--- config.mk ---
export PLATFORM = sky130hd
export DESIGN_NAME = ctrl_setup_guard
export DESIGN_NICKNAME = d
export VERILOG_FILES = /design/src/rtl/setup_guard_pkg.sv /design/src/rtl/setup_buffer.sv /design/src/rtl/setup_semaphore.sv /design/src/rtl/add_tripwire.sv /design/src/rtl/ctrl_setup_guard.sv
export SDC_FILE = /design/constraint.sdc
export NUM_CORES = 1
export LEC_CHECK = 0
export BUFFER_PORTS_ARGS = -buffer_cell sky130_fd_sc_hd__buf_2
export CAP_MARGIN = 25
export CORE_MARGIN = 2
export CORE_UTILIZATION = 44
export DETAILED_ROUTE_END_ITERATION = 12
export MAX_ROUTING_LAYER = met4
export PLACE_DENSITY = 0.74
export SYNTH_ARGS = -nofsm -noshare
export SYNTH_HDL_FRONTEND = slang
export SYNTH_HIERARCHICAL = 1
export SYNTH_SLANG_ARGS = --single-unit
--- constraint.sdc ---
create_clock -name clk -period 1.83 [get_ports clk]
set_input_delay 0.2745 -clock clk [delete_from_list [all_inputs] [get_ports clk]]
set_output_delay 0.2745 -clock clk [all_outputs]
set_load 0.01 [all_outputs]
--- src/rtl/setup_guard_pkg.sv ---
package setup_guard_pkg;
  typedef enum logic [1:0] {
    REG_MODE  = 2'd0,
    REG_ACK   = 2'd1,
    REG_STRIP = 2'd2,
    REG_ATRIP = 2'd3
  } guard_reg_e;
endpackage

--- src/rtl/setup_buffer.sv ---
module setup_buffer #(
  parameter int BYTES = 8,
  localparam int AW = $clog2(BYTES),
  localparam int PW = BYTES * 8
) (
  input  logic          clk,
  input  logic          rst,
  input  logic          we,
  input  logic [PW-1:0] wdata,
  input  logic [AW-1:0] raddr,
  output logic [7:0]    rdata
);
  logic [7:0] mem [BYTES];

  // one write lane per byte of the payload
  for (genvar g = 0; g < BYTES; g++) begin : g_lane
    always_ff @(posedge clk) begin
      if (rst)     mem[g] <= '0;
      else if (we) mem[g] <= wdata[8*g +: 8];
    end
  end

  // read-before-write registered port
  always_ff @(posedge clk) begin
    if (rst) rdata <= '0;
    else     rdata <= mem[raddr];
  end

  // a stored byte appears on the read port one cycle after it is addressed
  assert_read_latency_R2: assert property (@(posedge clk) disable iff (rst)
    $past(!rst) |-> (rdata == $past(mem[raddr])));
endmodule

--- src/rtl/setup_semaphore.sv ---
module setup_semaphore (
  input  logic clk,
  input  logic rst,
  input  logic pkt_valid,
  input  logic mode_wr,
  input  logic mode_val,
  input  logic ack_w1c,
  input  logic trip_wr,
  input  logic trip_val,
  output logic accept,
  output logic pending_q,
  output logic trip_q,
  output logic lock_q
);
  logic engaged;

  assign engaged = lock_q && pending_q;
  assign accept  = pkt_valid && !engaged;

  always_ff @(posedge clk) begin
    if (rst) begin
      pending_q <= 1'b0;
      trip_q    <= 1'b0;
      lock_q    <= 1'b0;
    end else begin
      if (mode_wr) lock_q <= mode_val;
      if (accept)       pending_q <= 1'b1;
      else if (ack_w1c) pending_q <= 1'b0;
      if (accept)       trip_q <= 1'b0;
      else if (trip_wr) trip_q <= trip_val;
    end
  end

  assert_accept_sets_pending_R3: assert property (@(posedge clk) disable iff (rst)
    accept |=> pending_q);
  assert_accept_clears_trip_R4: assert property (@(posedge clk) disable iff (rst)
    accept |=> !trip_q);
  assert_trip_rise_by_write_R4: assert property (@(posedge clk) disable iff (rst)
    $rose(trip_q) |-> $past(trip_wr && trip_val));
endmodule

--- src/rtl/add_tripwire.sv ---
module add_tripwire #(
  parameter int HAZARDS = 2
) (
  input  logic               clk,
  input  logic               rst,
  input  logic [HAZARDS-1:0] hazard,
  input  logic               wr,
  input  logic               val,
  output logic               trip_q
);
  always_ff @(posedge clk) begin
    if (rst)         trip_q <= 1'b0;
    else if (|hazard) trip_q <= 1'b0;
    else if (wr)      trip_q <= val;
  end

  assert_hazard_clears_R9: assert property (@(posedge clk) disable iff (rst)
    (|hazard) |=> !trip_q);
  assert_add_trip_rise_R8: assert property (@(posedge clk) disable iff (rst)
    $rose(trip_q) |-> $past(wr && val));
endmodule

--- src/rtl/ctrl_setup_guard.sv ---
module ctrl_setup_guard
  import setup_guard_pkg::*;
#(
  parameter int BYTES   = 8,
  parameter int HAZARDS = 2,
  parameter int REG_W   = 32,
  localparam int AW = $clog2(BYTES),
  localparam int PW = BYTES * 8
) (
  input  logic               clk,
  input  logic               rst,
  input  logic               pkt_valid,
  input  logic [PW-1:0]      pkt_data,
  input  logic [AW-1:0]      rd_addr,
  output logic [7:0]         rd_data,
  input  logic               reg_wr,
  input  logic [1:0]         reg_addr,
  input  logic [REG_W-1:0]   reg_wdata,
  input  logic [HAZARDS-1:0] hazard,
  output logic               setup_pending,
  output logic               setup_trip,
  output logic               add_trip,
  output logic               lock_mode
);
  logic       accept;
  guard_reg_e sel;
  logic       mode_wr, ack_w1c, strip_wr, atrip_wr;

  assign sel      = guard_reg_e'(reg_addr);
  assign mode_wr  = reg_wr && (sel == REG_MODE);
  assign ack_w1c  = reg_wr && (sel == REG_ACK) && reg_wdata[0];
  assign strip_wr = reg_wr && (sel == REG_STRIP);
  assign atrip_wr = reg_wr && (sel == REG_ATRIP);

  setup_semaphore u_sem (
    .clk       (clk),
    .rst       (rst),
    .pkt_valid (pkt_valid),
    .mode_wr   (mode_wr),
    .mode_val  (reg_wdata[0]),
    .ack_w1c   (ack_w1c),
    .trip_wr   (strip_wr),
    .trip_val  (reg_wdata[0]),
    .accept    (accept),
    .pending_q (setup_pending),
    .trip_q    (setup_trip),
    .lock_q    (lock_mode)
  );

  setup_buffer #(.BYTES(BYTES)) u_buf (
    .clk   (clk),
    .rst   (rst),
    .we    (accept),
    .wdata (pkt_data),
    .raddr (rd_addr),
    .rdata (rd_data)
  );

  add_tripwire #(.HAZARDS(HAZARDS)) u_atw (
    .clk    (clk),
    .rst    (rst),
    .hazard (hazard),
    .wr     (atrip_wr),
    .val    (reg_wdata[0]),
    .trip_q (add_trip)
  );

  assert_locked_keeps_trip_R5: assert property (@(posedge clk) disable iff (rst)
    (pkt_valid && lock_mode && setup_pending && !strip_wr) |=> $stable(setup_trip));
  assert_locked_keeps_pending_R5: assert property (@(posedge clk) disable iff (rst)
    (pkt_valid && lock_mode && setup_pending && !ack_w1c) |=> setup_pending);
  assert_tripmode_accepts_R7: assert property (@(posedge clk) disable iff (rst)
    (pkt_valid && !lock_mode) |=> (setup_pending && !setup_trip));
endmodule

==> flow_metrics.env <==
export IMPL_status="completed"
export IMPL_core_area_sq_um=7210
export IMPL_comb_power_share=0.093
export IMPL_drv_slew=0
export IMPL_antenna_found_initial=0
export IMPL_hold_slack_ns=0.0947
export IMPL_holdBufCountCts=0
export IMPL_mostFrequentLayoutCells="87 x buf_2, 64 x and2_1, 64 x edfxtp_1, 12 x dfxtp_1, 11 x mux2i_1"
export IMPL_grt_max_degree=65
export IMPL_h_tree_depth=3
export IMPL_fin_area_sq_um=4050
export IMPL_crit_arrival_ns=1.52
export IMPL_die_h_um=90.2
export IMPL_drt_initial_drc_count=56
export IMPL_max_cap_viol_count=0
export IMPL_setup_violations=0
export IMPL_antenna_cells=0
export IMPL_tightestPinTransition_ns=0.366
export IMPL_pre_cts_ws_ns=0.0333
export IMPL_routed_wl_um=5870
export IMPL_start_util=0.453
export IMPL_hold_path_depth=2
export IMPL_p_total_mw=3.73
export IMPL_max_freq_ghz=0.684
export IMPL_final_nets=399
export IMPL_die_area_sq_um=8140
export IMPL_period_share=0.799
export IMPL_p_leak_nw=1.76
export IMPL_period_needed_ns=1.46
export IMPL_dp_cells=379
export IMPL_synth_area_sq_um=3270
export IMPL_clk_latency_ns=0.34
export IMPL_syn_area_per_cell_sq_um=16.4
export IMPL_hold_viol=0
export IMPL_ctsResizeCount=0
export IMPL_synth_seq_cells=76
export IMPL_tns_ns=0
export IMPL_cts_buffers=9
export IMPL_clockRootBuffer="clkbuf_8"
export IMPL_regArea_sq_um=2160
export IMPL_cp_end_kind="register"
export IMPL_pwr_share_seq=0.545
export IMPL_hold_class="in -> reg"
export IMPL_synth_top_area_share=0.588
export IMPL_worstSetupPathType="reg -> reg"
export IMPL_post_drt_wl_per_cell_um=14.8
export IMPL_rsz0062_at_grt="no"
export IMPL_port_buffers=87
export IMPL_yosysSeqAreaShare=0.661
export IMPL_die_w_um=90.2
export IMPL_required_ns=1.89
export IMPL_clock_skew_final_ns=0.00703
export IMPL_fp_row_count=31
export IMPL_irDropWorstVdd_v=0.000478
export IMPL_drive_gt1_frac=0.407
export IMPL_syn_inst=200
export IMPL_final_cells=396
export IMPL_yosysUniqueCellTypes=22
export IMPL_clkPwrFrac=0.362
export IMPL_post_synth_top_area_cell="edfxtp_1"
export IMPL_gpl_final_weighted_congestion=0.721
export IMPL_syn_nets=307
export IMPL_grt_pass1_wl_um=9360
export IMPL_critPathLaunchType="register"
export IMPL_grt_overflow=0
export IMPL_layout_cells_most_common="buf_2"
export IMPL_clk_pin_slew_ns=0.07
export IMPL_dr_pass1_iters=4
export IMPL_relSlewSlack=0.756
export IMPL_synthToLayoutAreaGrowth_pct=23.9
export IMPL_grt_pass1_vias=1941
export IMPL_num_vias=1858
export IMPL_multi_input_area_sq_um=1030
export IMPL_power_density_nw_per_um2=919
export IMPL_n_fill_cell=632
export IMPL_grt_usage=0.156
export IMPL_swShare=0.206
export IMPL_avgViaCountPerCell=4.69
export IMPL_synth_area_leaders="edfxtp_1 59%, and2_1 12%, dfxtp_1 7.3%"
export IMPL_p_sw_uw=768
export IMPL_clock_sinks=76
export IMPL_synth_warnings=6
export IMPL_drc=0
export IMPL_setup_ws_ns=0.367
export IMPL_ff2ff_path_depth=4
export IMPL_cts_tree="built"
export IMPL_clk_path_buf_depth=2
export IMPL_cp_max_fo=28
export IMPL_ant_nets=0
export IMPL_power_internal_mw=2.96
export IMPL_postCtsSetupBuffers=0
export IMPL_utilization=0.562
export IMPL_placed_area_sq_um=3830
export IMPL_dp_hpwl_um=4040
export IMPL_ios=119
[layout make-up]
class,count,share of cell area
tap,99,0.0306
clock buffer,11,0.0324
sequential,76,0.533
multi-input combinational,111,0.255
timing repair buffer,94,0.130
clock inverter,5,0.0188
[per-layer routing]
metal  global-route usage  vias up  routed length [um]
met3               0.0319        9                 306
met5                    -        -                   0
met1                0.202      867                2750
met2                0.235       66                2700
li1                     -      916                   -
met4               0.0769        0                 106
[registers in the layout, indices dropped and copies added, names as in the netlist]
name,cells
u_buf/mem,64
u_buf/rdata,8
u_atw/trip_q,1
u_sem/lock_q,1
u_sem/pending_q,1
u_sem/trip_q,1
[synthesized netlist by cell type]
| master | count |
|---|---|
| and3_2 | 1 |
| buf_4 | 1 |
| buf_12 | 1 |
| nor3_1 | 1 |
| clkbuf_1 | 6 |
| mux4_1 | 8 |
| o21ba_1 | 1 |
| dfxtp_1 | 12 |
| mux4_2 | 8 |
| buf_6 | 1 |
| and4b_1 | 1 |
| and3b_2 | 1 |
| buf_2 | 4 |
| nor2b_1 | 2 |
| and2_1 | 64 |
| nor2_1 | 9 |
| a21boi_2 | 1 |
| or2_2 | 1 |
| nor4_2 | 1 |
| edfxtp_1 | 64 |
| nor3b_1 | 1 |
| mux2i_1 | 11 |
[critical path: stages, from the launching register on]
cell and delay [ns]:
dfxtp_1 0.38, a21boi_2 0.08, buf_4 0.14, or2_2 0.33, buf_4 0.26
[logic make-up after synthesis]
family                 after synthesis  synth area share
AND/OR/NAND/NOR                     82             0.155
AO/OA/AOI/OAI                        2           0.00650
flip-flops                          76             0.661
buffers and inverters               13            0.0249
multiplexers                        27             0.153
[power by group through the flow]
stage          Clock, mW  Sequential (mW)  Combinational (mW)
3_5_place_dp           0             2.07               0.349
4_1_cts             1.38             2.03               0.350
3_3_place_gp           0             2.06               0.341
5_1_grt             1.45             2.04               0.386
6_report            1.35             2.03               0.348
2_1_floorplan          0             2.07               0.196
[path summary, 6_finish.rpt]
path | start | endpoint | slack, ns
min reg2reg | u_sem/trip_q$_SDFFE_PP0P_ | u_sem/trip_q$_SDFFE_PP0P_ | 0.52
max reg2reg | u_sem/lock_q$_SDFFE_PP0P_ | u_buf/mem[0][7]$_SDFFCE_PN0P_ | 0.37
min | hazard[0] | u_atw/trip_q$_SDFFE_PP0P_ | 0.09
max | u_sem/lock_q$_SDFFE_PP0P_ | u_buf/mem[0][7]$_SDFFCE_PN0P_ | 0.37
No activity file was read; power rests on OpenSTA's default activity.
